===== src/rtl/slot_pacer_pkg.sv =====
package slot_pacer_pkg;
   typedef enum logic [1:0] {
      SP_IDLE = 2'd0,
      SP_RUN  = 2'd1,
      SP_HOLD = 2'd2
   } sp_state_e;
endpackage


===== src/rtl/sp_sync_edge.sv =====
module sp_sync_edge #(
   parameter int STAGES = 2
) (
   input  logic clk,
   input  logic rst_n,
   input  logic din,
   output logic rise
);
   logic [STAGES-1:0] sh;
   logic              last;

   always_ff @(posedge clk or negedge rst_n) begin
      if (!rst_n) sh[0] <= 1'b0;
      else        sh[0] <= din;
   end

   for (genvar i = 1; i < STAGES; i++) begin : g_stage
      always_ff @(posedge clk or negedge rst_n) begin
         if (!rst_n) sh[i] <= 1'b0;
         else        sh[i] <= sh[i-1];
      end
   end

   always_ff @(posedge clk or negedge rst_n) begin
      if (!rst_n) last <= 1'b0;
      else        last <= sh[STAGES-1];
   end

   assign rise = sh[STAGES-1] & ~last;
endmodule


===== src/rtl/sp_balance.sv =====
module sp_balance #(
   parameter int BAL_W  = 22,
   parameter int SLOT_W = 16
) (
   input  logic                     clk,
   input  logic                     rst_n,
   input  logic                     clear,
   input  logic                     grant,
   input  logic                     sync_load,
   input  logic                     tick,
   input  logic [SLOT_W-1:0]        slot_time,
   output logic signed [BAL_W-1:0]  balance,
   output logic                     ready
);
   localparam int WW = BAL_W + 1;
   localparam logic signed [BAL_W-1:0] MAXV = {1'b0, {(BAL_W-1){1'b1}}};
   localparam logic signed [BAL_W-1:0] MINV = {1'b1, {(BAL_W-1){1'b0}}};
   localparam logic signed [WW-1:0]    MAXW = {2'b00, {(BAL_W-1){1'b1}}};
   localparam logic signed [WW-1:0]    MINW = {2'b11, {(BAL_W-1){1'b0}}};

   logic signed [WW-1:0]    slot_add;
   logic signed [WW-1:0]    tick_sub;
   logic signed [WW-1:0]    wide;
   logic signed [BAL_W-1:0] nxt;

   always_comb begin
      slot_add = grant ? $signed({{(WW-SLOT_W){1'b0}}, slot_time}) : '0;
      tick_sub = tick  ? $signed({{(WW-1){1'b0}}, 1'b1}) : '0;
      wide     = $signed({balance[BAL_W-1], balance}) + slot_add - tick_sub;
      if (clear)
         nxt = '0;
      else if (sync_load)
         nxt = $signed({{(BAL_W-SLOT_W){1'b0}}, slot_time});
      else if (wide > MAXW)
         nxt = MAXV;
      else if (wide < MINW)
         nxt = MINV;
      else
         nxt = wide[BAL_W-1:0];
   end

   always_ff @(posedge clk or negedge rst_n) begin
      if (!rst_n) balance <= '0;
      else        balance <= nxt;
   end

   assign ready = (balance <= 0);
endmodule


===== src/rtl/sp_ctrl.sv =====
module sp_ctrl
   import slot_pacer_pkg::*;
(
   input  logic      clk,
   input  logic      rst_n,
   input  logic      cmd_start,
   input  logic      cmd_stop,
   input  logic      cmd_suspend,
   input  logic      cmd_resume,
   input  logic      gap_done,
   input  logic      need_sync,
   input  logic      xfer_done,
   input  logic      sync_rise,
   input  logic      trig_set,
   input  logic      trig_clr,
   input  logic      bal_ready,
   output sp_state_e state,
   output logic      grant,
   output logic      clear_bal,
   output logic      start_ok
);
   sp_state_e st_nxt;
   logic      busy;
   logic      latch;
   logic      time_ok;

   always_comb begin
      time_ok   = need_sync ? latch : bal_ready;
      grant     = (state == SP_RUN) && !busy && gap_done && !cmd_stop &&
                  !cmd_suspend && time_ok;
      clear_bal = cmd_stop || (state == SP_IDLE);
   end

   always_comb begin
      st_nxt = state;
      if (cmd_stop)                            st_nxt = SP_IDLE;
      else if (state == SP_IDLE && cmd_start)  st_nxt = SP_RUN;
      else if (state == SP_RUN && cmd_suspend) st_nxt = SP_HOLD;
      else if (state == SP_HOLD && cmd_resume) st_nxt = SP_RUN;
   end

   always_ff @(posedge clk or negedge rst_n) begin
      if (!rst_n) begin
         state    <= SP_IDLE;
         busy     <= 1'b0;
         latch    <= 1'b0;
         start_ok <= 1'b0;
      end else begin
         state    <= st_nxt;
         start_ok <= grant;
         if (cmd_stop)       busy <= 1'b0;
         else if (grant)     busy <= 1'b1;
         else if (xfer_done) busy <= 1'b0;
         if (cmd_stop || trig_clr)           latch <= 1'b0;
         else if (trig_set || sync_rise)     latch <= 1'b1;
         else if (grant && need_sync)        latch <= 1'b0;
      end
   end
endmodule


===== src/rtl/slot_pacer.sv =====
module slot_pacer
   import slot_pacer_pkg::*;
#(
   parameter int BAL_W       = 22,
   parameter int SLOT_W      = 16,
   parameter int SYNC_STAGES = 2
) (
   input  logic                    clk,
   input  logic                    rst_n,
   input  logic                    tick_us,
   input  logic [SLOT_W-1:0]       slot_time,
   input  logic                    need_sync,
   input  logic                    xfer_done,
   input  logic                    gap_done,
   input  logic                    cmd_start,
   input  logic                    cmd_stop,
   input  logic                    cmd_suspend,
   input  logic                    cmd_resume,
   input  logic                    sync_in,
   input  logic                    trig_set,
   input  logic                    trig_clr,
   output logic                    start_ok,
   output logic signed [BAL_W-1:0] balance
);
   if (SLOT_W >= BAL_W) begin : g_bad_width
      $error("slot_pacer: SLOT_W must be narrower than BAL_W");
   end
   if (SYNC_STAGES < 2) begin : g_bad_sync
      $error("slot_pacer: SYNC_STAGES must be at least 2");
   end

   sp_state_e st;
   logic      sync_rise;
   logic      grant;
   logic      clear_bal;
   logic      bal_ready;

   sp_sync_edge #(.STAGES(SYNC_STAGES)) u_sync (
      .clk  (clk),
      .rst_n(rst_n),
      .din  (sync_in),
      .rise (sync_rise)
   );

   sp_ctrl u_ctrl (
      .clk        (clk),
      .rst_n      (rst_n),
      .cmd_start  (cmd_start),
      .cmd_stop   (cmd_stop),
      .cmd_suspend(cmd_suspend),
      .cmd_resume (cmd_resume),
      .gap_done   (gap_done),
      .need_sync  (need_sync),
      .xfer_done  (xfer_done),
      .sync_rise  (sync_rise),
      .trig_set   (trig_set),
      .trig_clr   (trig_clr),
      .bal_ready  (bal_ready),
      .state      (st),
      .grant      (grant),
      .clear_bal  (clear_bal),
      .start_ok   (start_ok)
   );

   sp_balance #(.BAL_W(BAL_W), .SLOT_W(SLOT_W)) u_bal (
      .clk      (clk),
      .rst_n    (rst_n),
      .clear    (clear_bal),
      .grant    (grant),
      .sync_load(grant && need_sync),
      .tick     (tick_us),
      .slot_time(slot_time),
      .balance  (balance),
      .ready    (bal_ready)
   );
endmodule


===== config.mk =====
export PLATFORM = sky130hd
export DESIGN_NAME = slot_pacer
export DESIGN_NICKNAME = d
export VERILOG_FILES = /design/src/rtl/slot_pacer_pkg.sv /design/src/rtl/sp_sync_edge.sv /design/src/rtl/sp_balance.sv /design/src/rtl/sp_ctrl.sv /design/src/rtl/slot_pacer.sv
export SDC_FILE = /design/constraint.sdc
export NUM_CORES = 1
export LEC_CHECK = 0
export ABC_CLOCK_PERIOD_IN_PS = 9000
export BUFFER_PORTS_ARGS = -buffer_cell sky130_fd_sc_hd__buf_2
export CAP_MARGIN = 20
export CORE_ASPECT_RATIO = 2
export CORE_MARGIN = 2
export CORE_UTILIZATION = 45
export DETAILED_ROUTE_END_ITERATION = 10
export PLACE_DENSITY = 0.78
export SLEW_MARGIN = 40
export SYNTH_ARGS = -nofsm -noshare
export SYNTH_HDL_FRONTEND = slang
export SYNTH_SLANG_ARGS = --single-unit

===== constraint.sdc =====
create_clock -name clk -period 9 [get_ports clk]
set_clock_uncertainty 0.15 [all_clocks]
set_input_delay 0.45 -clock clk [delete_from_list [all_inputs] [get_ports clk]]
set_output_delay 0.45 -clock clk [all_outputs]
set_load 0.02 [all_outputs]

### Word level (Yosys, flattened, before mapping)

Index checks and enable logic that the tools add are counted.

| operators by class | value |
|---|---|
| add/subtract/negate cells | 2 |
| mux-type cells | 17 |
| bitwise logic cells | 2 |
| reductions and logical operators | 19 |
| $lt $le $gt $ge | 3 |
| eq/ne operators | 2 |

Operators with widths:

| kind | count |
|---|---|
| $mux W22 | 4 |
| $add A22 B17 Y23 | 1 |
| $gt A23 B22 Y1 const B | 1 |
| $lt A23 B22 Y1 const B | 1 |
| $sub A23 B23 Y23 | 1 |
| $le A22 B1 Y1 const B | 1 |
| $mux W16 | 1 |
| $logic_and A1 B1 Y1 | 9 |
| $mux W1 | 8 |
| $mux W2 | 4 |
| $reduce_bool A3 Y1 | 2 |
| $reduce_bool A4 Y1 | 1 |
| $logic_not A1 Y1 | 3 |
| $logic_or A1 B1 Y1 | 3 |
| $eq A2 B1 Y1 const B | 1 |
| $eq A2 B2 Y1 const B | 1 |
| $logic_not A2 Y1 | 1 |
| $and A1 B1 Y1 | 1 |
| $not A1 Y1 | 1 |

| storage, ports and cells | value |
|---|---|
| input port bits | 29 |
| bits in registers | 30 |
| logic and storage cells | 53 |
| output and inout port bits | 23 |

### Logic depth before layout (Yosys ltp)

Gate-level depths: netlist (run 1).

| depth | value |
|---|---|
| depth in word-level cells | 14 |
| mapped depth | 21 |
| depth with buffers taken out | 17 |

### By module

From an unflattened synthesis (run 1), not the netlist that was laid out.

| unflattened totals | value |
|---|---|
| cells, all modules | 395 |
| area total of the unflattened synthesis | 3,171.8 µm² |

By module, submodules not included:

| module | instances | sequential area each (µm²) | cells an instance | area each (µm²) |
|---|---|---|---|---|
| sp_balance | 1 | 550.5 | 366 | 2,829.0 |
| sp_ctrl | 1 | 125.1 | 24 | 247.7 |
| sp_sync_edge | 1 | 75.1 | 4 | 88.8 |
| slot_pacer | 1 | 0.0 | 1 | 6.3 |

### Worst setup path after synthesis (run 1)

No wires, ideal clock.

| path | value |
|---|---|
| path type | register -> register |
| start | reg u_bal.balance[20] |
| end | reg u_bal.balance[9] |
| clock period less this slack | 4,791 ps |
| stages on the path, launching flop included | 20 |
| required time | 8,716 ps |
| path buffers | 2 |
| path slack | 4,209 ps |
| setup time | 134 ps |
| arrival | 4,507 ps |
| cell sequence | dfrtp_1 inv_1 ha_1 and4_1 nand4_1 or4_1 a31oi_1 clkbuf_1 nand2_1 ha_1 inv_1 fa_1 a21o_1 a31oi_1 o31a_2 o21ai_2 a211oi_2 clkbuf_8 maj3_2 a21oi_1 |

| between the ends | value |
|---|---|
| longest elaborated chain between the ends | 11 |
| elaborated cells between the ends (all ways) | 13 |
| those cells by class | add/sub: 2; order compare: 3; mux: 6; reduce/logical: 2 |

RTL lines:

| element | RTL line | text |
|---|---|---|
| start: declaration | sp_balance.sv:12 | `output logic signed [BAL_W-1:0] balance,` |
| start signal: assignment | sp_balance.sv:44 | `else balance <= nxt;` |
| $le A22 B1 Y1 * | sp_balance.sv:47 | `assign ready = (balance <= 0);` |
| $mux W1 * | sp_ctrl.sv:28 | `time_ok = need_sync ? latch : bal_ready;` |
| $logic_and A1 B1 Y1 * | sp_ctrl.sv:30 | `!cmd_suspend && time_ok;` |
| via grant | slot_pacer.sv:34 | `logic grant;` |
| $mux W16 | sp_balance.sv:27 | `slot_add = grant ? $signed({{(WW-SLOT_W){1'b0}}, slot_time}) : '0;` |
| $add A22 B17 Y23 | sp_balance.sv:29 | `wide = $signed({balance[BAL_W-1], balance}) + slot_add - tick_sub;` |
| $sub A23 B23 Y23 | sp_balance.sv:29 |  |
| $lt A23 B22 Y1 | sp_balance.sv:36 | `else if (wide < MINW)` |
| $mux W22 | sp_balance.sv:36 |  |
| $mux W22 | sp_balance.sv:34 | `else if (wide > MAXW)` |
| $mux W22 * | sp_balance.sv:32 | `else if (sync_load)` |
| $mux W22 * | sp_balance.sv:30 | `if (clear)` |
| via u_bal.nxt[9] | sp_balance.sv:24 | `logic signed [BAL_W-1:0] nxt;` |

Mark *: on every way through the listed nets, which the timed path passes. The rest lies on a longest branch.
A chain may end at the register's enable or synchronous reset.

### Final worst setup path (run 1)

| path | value |
|---|---|
| start | reg u_bal.balance[21] |
| end | reg u_bal.balance[9] |

| between the ends | value |
|---|---|
| longest elaborated chain between the ends | 11 |
| elaborated cells between the ends (all ways) | 13 |
| those cells by class | add/sub: 2; order compare: 3; mux: 6; reduce/logical: 2 |

RTL lines:

| element | RTL line |
|---|---|
| $le A22 B1 Y1 | sp_balance.sv:47 |
| $mux W1 | sp_ctrl.sv:28 |
| $logic_and A1 B1 Y1 | sp_ctrl.sv:30 |
| $mux W16 | sp_balance.sv:27 |
| $add A22 B17 Y23 | sp_balance.sv:29 |
| $sub A23 B23 Y23 | sp_balance.sv:29 |
| $lt A23 B22 Y1 | sp_balance.sv:36 |
| $mux W22 | sp_balance.sv:36 |
| $mux W22 | sp_balance.sv:34 |
| $mux W22 * | sp_balance.sv:32 |
| $mux W22 * | sp_balance.sv:30 |
| via u_bal.nxt[9] | sp_balance.sv:24 |

Marks and branches as above.

==> summary.md, run 1 <==
The final critical-path share of the clock period came out at 56.7%. For flop-to-flop paths, the worst setup slack is 3.90 ns. The endpoint required time on the critical path came out at 9.00 ns. The category of the worst setup path capture point is a flop. In this run the post-CTS setup repair buffer count came out at 0.

Sequential cells were found to cover 24.3% of the synthesized design area. For this run the aggregate overflow at the end of global routing stands at 0. The total count of hold-check failures in the final report is 0, and the maximum frequency from static timing analysis is 196 MHz.

After Yosys synthesis, and, or, nand and nor cells account for 12.6% of the synthesized area. The worst setup path endpoint is u_bal.balance[9]$_DFF_PN0_. Setup repair after global routing left no endpoint under its margin. The worst slew margin relative to its limit is 50.4%, and the clock-pin transition on the worst setup and hold timing paths is 0.05 ns.

The adder and majority cell fraction of the synthesized area works out to 22.2%. Of the post-synthesis cell area, the part taken by muxes is 0%. Counting every sink on the clock net gives 30. The number of cell instances on the worst register-to-register path works out to 18. After the first detailed-routing iteration, the DRC count stood at 135.

The repair_antennas step left the layout with diodes totalling 0. The post-route minimum period is 5.10 ns, and the layout overhead on the synthesized area is 15.3%. Summing the areas of all xor and xnor instances in the mapped netlist gives 3.97% of the synthesized area. Post-detailed-route wirelength per cell: 16.7 um.

The clock tree synthesis step divided the H-tree into 2 levels. The maximum number of pins on one net before global-route repair is 36, and the top-level port count is 52. The count of final setup violators is 0, and the buffer levels on the longest clock path is 2.

In the layout the commonest cells are sky130_fd_sc_hd__inv_1, sky130_fd_sc_hd__buf_2, sky130_fd_sc_hd__ha_1. Synthesis inferred 30 register bits. For the number of violations of the max-capacitance limit, the log shows 0. The tools report the number of synthesis warnings as 0. The most used flip-flop cell after synthesis was sky130_fd_sc_hd__dfrtp_1. The main combinational cell family by area after synthesis was compound AO/OA/AOI/OAI gates. Accumulated negative setup slack: 0 ns. In this run the clock root is driven by a sky130_fd_sc_hd__clkbuf_16. The utilization of the core after routing was 53.7%; the mean instance size in the synthesized netlist was 8.08 um^2.

The highest metal layer carrying signal wires in the routed design is met4. Before CTS, the worst setup slack after placement is 3.89 ns. The worst endpoint data arrival time is 5.10 ns, and the met3 routed wirelength is 281 um. Counting flops with an async set or reset pin after synthesis yields a share of 100%. The flow ran to the end, and the final reports show no timing, DRC or antenna violations. The tools report the instance count of the mapped netlist as 382. The quantity of hold-fixing buffers added after cts is 0, and the share of final-layout standard cells stronger than drive strength 1 is 18.2%. From left edge to right edge, the die measures 62.6 um. For the max-slew violation total from the final report, the log shows 0. Type of the setup path with the least slack: flop to flop.

Wire segments on met2 add up to 4.88 mm in the final route. The count of cells resized by post-cts repair was 0. In this run the power density over the cells is 378 nW/um^2. TritonCTS built the clock tree. The overall die height works out to 121 um. The maximum fanout count along the critical path works out to 18. The number of library cell types mapped by synthesis is 60.

Dividing the detail-routed via count by the number of cells gives 5.67. The most common library cell in the layout ignoring fill and taps was sky130_fd_sc_hd__inv_1. The number of global-route vias before repair came out at 3047. The tools report the later-pin clock latency in the skew report as 0.28 ns. Counting the fill cells in the layout gives 674. The initial utilization of the core area, before any placement, comes to 46.6%. The number of synthesized flops with an enable pin is 0. In this run the critical register-to-register path is captured at u_bal.balance[9]$_DFF_PN0_. The length of the first detailed-routing pass in iterations was 5; the non-filler instance count after layout was 521. The tools report the worst setup path startpoint as u_bal.balance[21]$_DFF_PN0_. For the post-layout worst setup margin, the log shows 3.90 ns. Summing every instance area after synthesis gives 3090 um^2.

For the worst hold margin, the log shows 0.0621 ns. The initial antenna violation count was 0; the fraction of the mapped netlist area in compound gates was 25.8%. The quantity of I/O buffers inserted on ports is 51, and the worst IR drop on VDD is 0.154 mV. The number of nets handed over by synthesis was 453. The placeable core region is 6620 um^2. The run gives 7.02 mm as the detailed-placement wirelength estimate. Across all layers, the routed design uses 2954 vias. For the area enclosed by the die boundary, the log shows 7570 um^2. The run gives 8.72 mm as the wire length reported by the detailed router. In this run the remaining antenna-violating nets after routing total 0. TritonCTS created 5 clock buffers. In this run the static leakage power is 1.75 nW. The DRC violation count after routing is 0, and the transition time of the tightest slew-check pin is 0.742 ns. For the routability congestion estimate from global placement, the log shows 0.937.

Count of standard-cell rows: 42. Wire length the detailed router placed on met1: 2.89 mm. In this run, placement finished with an instance count of 513.

In the final design database the tool counted 503 nets. The tools report the sort of element at the start of the critical path as a flop. The first global-routing pass estimated 14.0 mm of wire. The all-layer global routing usage was 23.6%. In this run the critical register-to-register path is launched from u_bal.balance[21]$_DFF_PN0_.

In this run the worst hold path is classified as input pin to asynchronous set/reset pin.
## sequential cells by signal, summed over array words and instances (netlist names)
name / flops
u_ctrl.busy: 1
u_ctrl.start_ok: 1
u_ctrl.latch: 1
u_ctrl.state: 2
u_sync.sh: 2
u_sync.last: 1
u_bal.balance: 22
## through the flow
step / total power, mW / area (um^2)
after floorplan: 0.958 / 3090
after CTS: 1.34 / 3560
after detailed placement: 1.14 / 3390
after global routing: 1.45 / 3560
final: 1.34 / 3560
after global placement: 1.11 / 3390
## metal layers
layer | vias up | track usage (%)
met1 | 1380 | 21.7
met3 | 41 | 3.25
met2 | 88 | 45.8
met5 | - | 0
li1 | 1445 | -
met4 | 0 | 17.4
## worst max-delay path, stage by stage (launching register included)
cell and delay [ns]:
sky130_fd_sc_hd__dfrtp_1 0.37, sky130_fd_sc_hd__inv_1 0.14, sky130_fd_sc_hd__ha_1 0.16, sky130_fd_sc_hd__and4_1 0.25, sky130_fd_sc_hd__nand4_1 0.11, sky130_fd_sc_hd__or4_1 0.43
sky130_fd_sc_hd__a31oi_1 0.18, sky130_fd_sc_hd__buf_4 0.26, sky130_fd_sc_hd__nand2_1 0.10, sky130_fd_sc_hd__ha_1 0.28, sky130_fd_sc_hd__inv_1 0.07, sky130_fd_sc_hd__fa_1 0.45
sky130_fd_sc_hd__a21o_1 0.22, sky130_fd_sc_hd__a31oi_1 0.34, sky130_fd_sc_hd__o31a_2 0.28, sky130_fd_sc_hd__o21ai_2 0.12, sky130_fd_sc_hd__a211oi_4 0.68, sky130_fd_sc_hd__maj3_2 0.32
sky130_fd_sc_hd__a21oi_1 0.06
## power breakdown
part	switching [mW]	leakage [nW]	total, mW	internal, mW
sequential	0.0195	0.402	0.179	0.159
combinational	0.583	1.26	0.978	0.395
clock	0.0588	0.0836	0.188	0.129
total	0.662	1.75	1.34	0.683
## cells by family after synthesis
group,after synthesis
flops,30
compound gates,124
simple gates,78
fa+ha+maj,57
xor+xnor,14
buf+inv,79
## final cells by class
type / instances / area [um^2] / share of cell area (%)
Clock inverter: 3 / 40.0 / 1.13
Clock buffer: 5 / 125 / 3.52
Inverter: 68 / 255 / 7.17
Timing Repair Buffer: 54 / 278 / 7.81
Tap cell: 88 / 110 / 3.09
Sequential cell: 30 / 751 / 21.1
Multi-Input combinational cell: 273 / 2000 / 56.2
## synthesized netlist by cell type (3+ instances only)
| library cell | instances | area, um^2 |
|---|---|---|
| sky130_fd_sc_hd__a211o_1 | 3 | 26.3 |
| sky130_fd_sc_hd__a211oi_1 | 3 | 22.5 |
| sky130_fd_sc_hd__a21o_1 | 5 | 37.5 |
| sky130_fd_sc_hd__a21oi_1 | 38 | 190 |
| sky130_fd_sc_hd__a31oi_1 | 5 | 31.3 |
| sky130_fd_sc_hd__clkbuf_1 | 4 | 15.0 |
| sky130_fd_sc_hd__dfrtp_1 | 30 | 751 |
| sky130_fd_sc_hd__ha_1 | 41 | 513 |
| sky130_fd_sc_hd__inv_1 | 68 | 255 |
| sky130_fd_sc_hd__maj3_1 | 14 | 140 |
| sky130_fd_sc_hd__nand2_1 | 30 | 113 |
| sky130_fd_sc_hd__nand3_1 | 9 | 45.0 |
| sky130_fd_sc_hd__nor2_1 | 13 | 48.8 |
| sky130_fd_sc_hd__nor3_1 | 5 | 25.0 |
| sky130_fd_sc_hd__nor4_1 | 5 | 31.3 |
| sky130_fd_sc_hd__o211ai_1 | 6 | 45.0 |
| sky130_fd_sc_hd__o21a_1 | 6 | 45.0 |
| sky130_fd_sc_hd__o21ai_0 | 33 | 165 |
| sky130_fd_sc_hd__xnor2_1 | 6 | 52.6 |
| sky130_fd_sc_hd__xor2_1 | 8 | 70.1 |
## how the worst min path moves through the flow
stage,start,to
detailed placement,u_sync.sh[0]$_DFF_PN0_,u_sync.sh[1]$_DFF_PN0_
floorplan,rst_n,u_bal.balance[0]$_DFF_PN0_
finish,rst_n,u_sync.sh[0]$_DFF_PN0_
CTS,rst_n,u_bal.balance[2]$_DFF_PN0_
global placement,u_sync.sh[0]$_DFF_PN0_,u_sync.sh[1]$_DFF_PN0_
global route,rst_n,u_sync.sh[0]$_DFF_PN0_
(Power assumes the default switching activity.)
==> run 2: changes to the inputs <==
Settings changed: ABC_AREA set to 1, ABC_CLOCK_PERIOD_IN_PS 9000 to 5000.
Clock period 9 ns to 5 ns, I/O delays scaled along.
==> run 2 against run 1 <==
Critical path depth up 6. Register-to-register slack worse by 3.1 ns. Flip-flop and latch count unchanged. Cell count up 27%. First-iteration DRC count up 4.4%. Synthesized cell count up 34%. Non-clock buffer count down 1. Die area up 7.0%. Critical path type unchanged. Largest cell class unchanged. Highest routed layer unchanged.
==> summary.md, run 2 <==
The sequential element share of the synthesized area was 22.7% (was 24.3%). Leading registers by flop count: u_bal.balance (22), u_ctrl.state (2), u_sync.sh (2) (unchanged). The number of synthesized flops with an enable pin was 0 (unchanged).

The critical path's top delay family is simple AND/OR/NAND/NOR gates (was compound AO/OA/AOI/OAI gates). Maximum number of pins on one net before global-route repair: 31 (was 36). The wire length reported by the detailed router is 9.84 mm (was 8.72 mm), and the mapped cell area is 3310 um^2 (was 3090 um^2). The post-route minimum period is 4.24 ns (was 5.10 ns), and the total CTS buffers is 5 (unchanged). The run gives 751 um^2 (unchanged) as the register area. The sort of element at the start of the critical path is a flop (unchanged). The layout overhead on the synthesized area works out to 15.0% (was 15.3%). The logs give 0 (unchanged) for the total count of hold-check failures in the final report and 44 (was 42) for the count of standard-cell rows.

The type of the setup path with the least slack was flop to flop (unchanged). The library cell occupying the most area in the post-synthesis netlist was sky130_fd_sc_hd__dfrtp_1 (unchanged). The tools report the met2 usage as 47.7% (was 45.8%). Top register by number of flip-flops: u_bal.balance (unchanged). The mean instance size in the synthesized netlist was 6.47 um^2 (was 8.08 um^2); the met1 demand-to-capacity share in global routing was 22.8% (was 21.7%). The number of flip-flops under the largest register name came out at 22 (unchanged). The logs give 4.25 ns (was 5.10 ns) for the worst endpoint data arrival time and 4 (was 5) for the length of the first detailed-routing pass in iterations. The clock-pin transition on the worst setup and hold timing paths was 0.05 ns (about the same). The maximum frequency from static timing analysis was 236 MHz (was 196 MHz). The slowest cell on the critical path was sky130_fd_sc_hd__nand3_2 (was sky130_fd_sc_hd__a211oi_4). Most used cells in the layout excluding fill and tap cells: sky130_fd_sc_hd__nand2_1, sky130_fd_sc_hd__inv_1, sky130_fd_sc_hd__buf_2 (was sky130_fd_sc_hd__inv_1, sky130_fd_sc_hd__buf_2, sky130_fd_sc_hd__ha_1). The most common library cell in the layout ignoring fill and taps is sky130_fd_sc_hd__nand2_1 (was sky130_fd_sc_hd__inv_1). The transition time of the tightest slew-check pin is 0.682 ns (was 0.742 ns). TritonCTS built the clock tree.

The max-slew violation total from the final report was 0 (unchanged). The run gives 3.51% (was 3.25%) as the met3 track demand over resource. For the all-layer global routing usage, the log shows 25.2% (was 23.6%). The maximum fanout count along the critical path was 21 (was 18); the post-detailed-route wirelength per cell was 14.9 um (was 16.7 um). The H-tree depth was 2 (unchanged); the horizontal die dimension was 64.7 um (was 62.6 um).

The tools report the net count after synthesis as 583 (was 453). The worst slew margin relative to its limit was 54.4% (was 50.4%). The cell with the most instances after synthesis is sky130_fd_sc_hd__nand2_1 (was sky130_fd_sc_hd__inv_1).

The effective utilization at floorplan is 45.9% (was 46.6%), and the share of the synthesized area in the top cell type is 22.7% (was 24.3%). The number of library cell types mapped by synthesis came out at 29 (was 60). The total number of clock tree sinks is 30 (unchanged), and the area enclosed by the die boundary is 8100 um^2 (was 7570 um^2).

The run gives 2120 um^2 (was 2000 um^2) as the area of the multi-input gates. The overall die height is 125 um (was 121 um). The via count of the routed design is 3397 (was 2954), and the buffer levels on the longest clock path is 2 (unchanged).

Detailed-placement wirelength estimate: 8.30 mm (was 7.02 mm). The flow ran to the end, and the final reports show no timing, DRC or antenna violations. The number of synthesis warnings was 0 (unchanged); the count of cells resized by post-cts repair was 0 (unchanged). The number of nets with antenna violations after detailed routing was 0 (unchanged).

Number of global-route vias before repair: 3407 (was 3047). The most prevalent standard cell on the critical path is sky130_fd_sc_hd__nand2_1. Fill cell instance count of the final layout: 740 (was 674). Buffer cell driving the clock tree root: sky130_fd_sc_hd__clkbuf_16 (unchanged). Most common library cells after synthesis: sky130_fd_sc_hd__nand2_1, sky130_fd_sc_hd__inv_1, sky130_fd_sc_hd__ha_1 (was sky130_fd_sc_hd__inv_1, sky130_fd_sc_hd__ha_1, sky130_fd_sc_hd__a21oi_1). The stage delay of the slowest cell on the critical path came out at 0.44 ns (was 0.68 ns).

The multiplexer fraction of the synthesized cell area is 0% (unchanged). Total buffers and inverters traversed by the critical path: 3 (unchanged). The register bit count reported by yosys is 30 (unchanged). The category of the worst setup path capture point is a flop (unchanged). The share of final-layout standard cells stronger than drive strength 1 came out at 19.9% (was 18.2%). Synth area leaders: sky130_fd_sc_hd__dfrtp_1, sky130_fd_sc_hd__nand2_1, sky130_fd_sc_hd__ha_1 (was sky130_fd_sc_hd__dfrtp_1, sky130_fd_sc_hd__ha_1, sky130_fd_sc_hd__inv_1). The tools report the violation count after the first detailed-route iteration as 141 (was 135). For the DRC violation count after routing, the log shows 0 (unchanged).

The placeable core region was 7210 um^2 (was 6620 um^2); the xor-xnor portion of the synthesized cell area was 2.91% (was 3.97%). Cell Chain, Critical Path: inv_1, ha_1, nand4_1, nor2_1, nand2_1, nand3_1, nand2_1, clkinv_1, nand2_1, ha_1, inv_1, ha_1, a21oi_1, nand2_1, nand2_1, nand2_1, nand2_1, nand2_1, nor2_2, nand3_2, nand2_2, nand2_1, nand2_1, nand2_1 (was inv_1, ha_1, and4_1, nand4_1, or4_1, a31oi_1, buf_4, nand2_1, ha_1, inv_1, fa_1, a21o_1, a31oi_1, o31a_2, o21ai_2, a211oi_4, maj3_2, a21oi_1). The fraction of the mapped netlist area in compound gates is 8.95% (was 25.8%). The simple logic cell fraction of the synthesized area was 36.0% (was 12.6%); the average vias per placed instance was 5.15 (was 5.67). The initial antenna violation count was 0 (unchanged).

The net count reported at finish is 638 (was 503), and the quantity of I/O buffers inserted on ports is 51 (unchanged). The worst min-delay path category is input pin to flop (was input pin to asynchronous set/reset pin). The later-pin clock latency in the skew report came out at 0.28 ns (about the same). The tools report the wire length of the first global-routing pass as 15.6 mm (was 14.0 mm). For the overflow left after global routing, the log shows 0 (unchanged).

The main combinational cell family by area after synthesis was simple AND/OR/NAND/NOR gates (was compound AO/OA/AOI/OAI gates). The most used flip-flop cell after synthesis is sky130_fd_sc_hd__dfrtp_1 (unchanged). The number of diodes added for antenna fixing was 0 (unchanged); the endpoint required time on the critical path was 5.01 ns (was 9.00 ns). For the number of violations of the max-capacitance limit, the log shows 0 (unchanged). For the instance count of the mapped netlist, the log shows 512 (was 382).

Total placed cells including tap cells: 650 (was 513). The post-synthesis async set-or-reset flop share was 100% (unchanged). The final critical-path share of the clock period came out at 84.7% (was 56.7%).

For the top-level port count, the log shows 52 (unchanged). The global-route layer with the greatest usage was met2 (unchanged). The routability congestion estimate from global placement came out at 0.975 (was 0.937). The non-filler instance count after layout came out at 660 (was 521).

Setup repair after global routing left no endpoint under its margin. For the accumulated negative setup slack, the log shows 0 ns (unchanged). The adder and majority cell fraction of the synthesized area is 16.1% (was 22.2%). For the count of final setup violators, the log shows 0 (unchanged).
## run 2: kinds of logic after synthesis
family / Yosys count
AO/OA/AOI/OAI: 53
XOR/XNOR: 11
adder cells (fa/ha/maj): 42
buffers and inverters: 111
flip-flops: 30
AND/OR/NAND/NOR: 265
## run 2: cell type report
class,count,share of cell area (%)
Clock buffer,6,3.65
Clock inverter,2,0.328
Inverter,106,10.4
Multi-Input combinational cell,371,55.6
Sequential cell,30,19.7
Tap cell,92,3.02
Timing Repair Buffer,53,7.22
## run 2: final timing paths
kind / startpoint / to / slack [ns] / depth (start not counted)
worst max register to register: u_bal.balance[21]$_DFF_PN0_ / u_bal.balance[11]$_DFF_PN0_ / 0.76 / 24
min in group asynchronous: rst_n / u_bal.balance[16]$_DFF_PN0_ / 0.40 / 2
worst min register to register: u_sync.sh[0]$_DFF_PN0_ / u_sync.sh[1]$_DFF_PN0_ / 0.21 / 0
worst min-delay path: xfer_done / u_ctrl.busy$_DFFE_PN0P_ / 0.005 / 2
max in group asynchronous: rst_n / u_bal.balance[2]$_DFF_PN0_ / 3.86 / 2
worst max-delay path: u_bal.balance[21]$_DFF_PN0_ / u_bal.balance[11]$_DFF_PN0_ / 0.76 / 24
## run 2: timing repair
action                                  in CTS  in global routing
endpoints found under the hold margin       31                  0
hold buffers                                 2                  0
endpoints found under the setup margin       0                  0
setup buffers                                0                  0
## run 2: metrics by stage
stage	utilization [%]	hold WS (ns)	area, um^2	setup slack [ns]
2_1_floorplan	-	-0.196	3310	1.53
3_3_place_gp	50.5	0.161	3640	0.840
3_5_place_dp	50.5	0.180	3640	0.772
4_1_cts	52.8	0.00710	3810	0.741
5_1_grt	52.8	0.0191	3810	0.343
6_report	52.8	0.00539	3810	0.763
## run 2: routing by layer
layer | vias to the layer above | routed length [um]
met5 | - | 0
met3 | 45 | 281
met2 | 95 | 5410
met4 | 0 | 817
li1 | 1704 | -
met1 | 1553 | 3340
Power of run 2 is left out: the tool's default activity adds up to more than one toggle a clock period on the data nets, which glitch-free logic cannot reach.
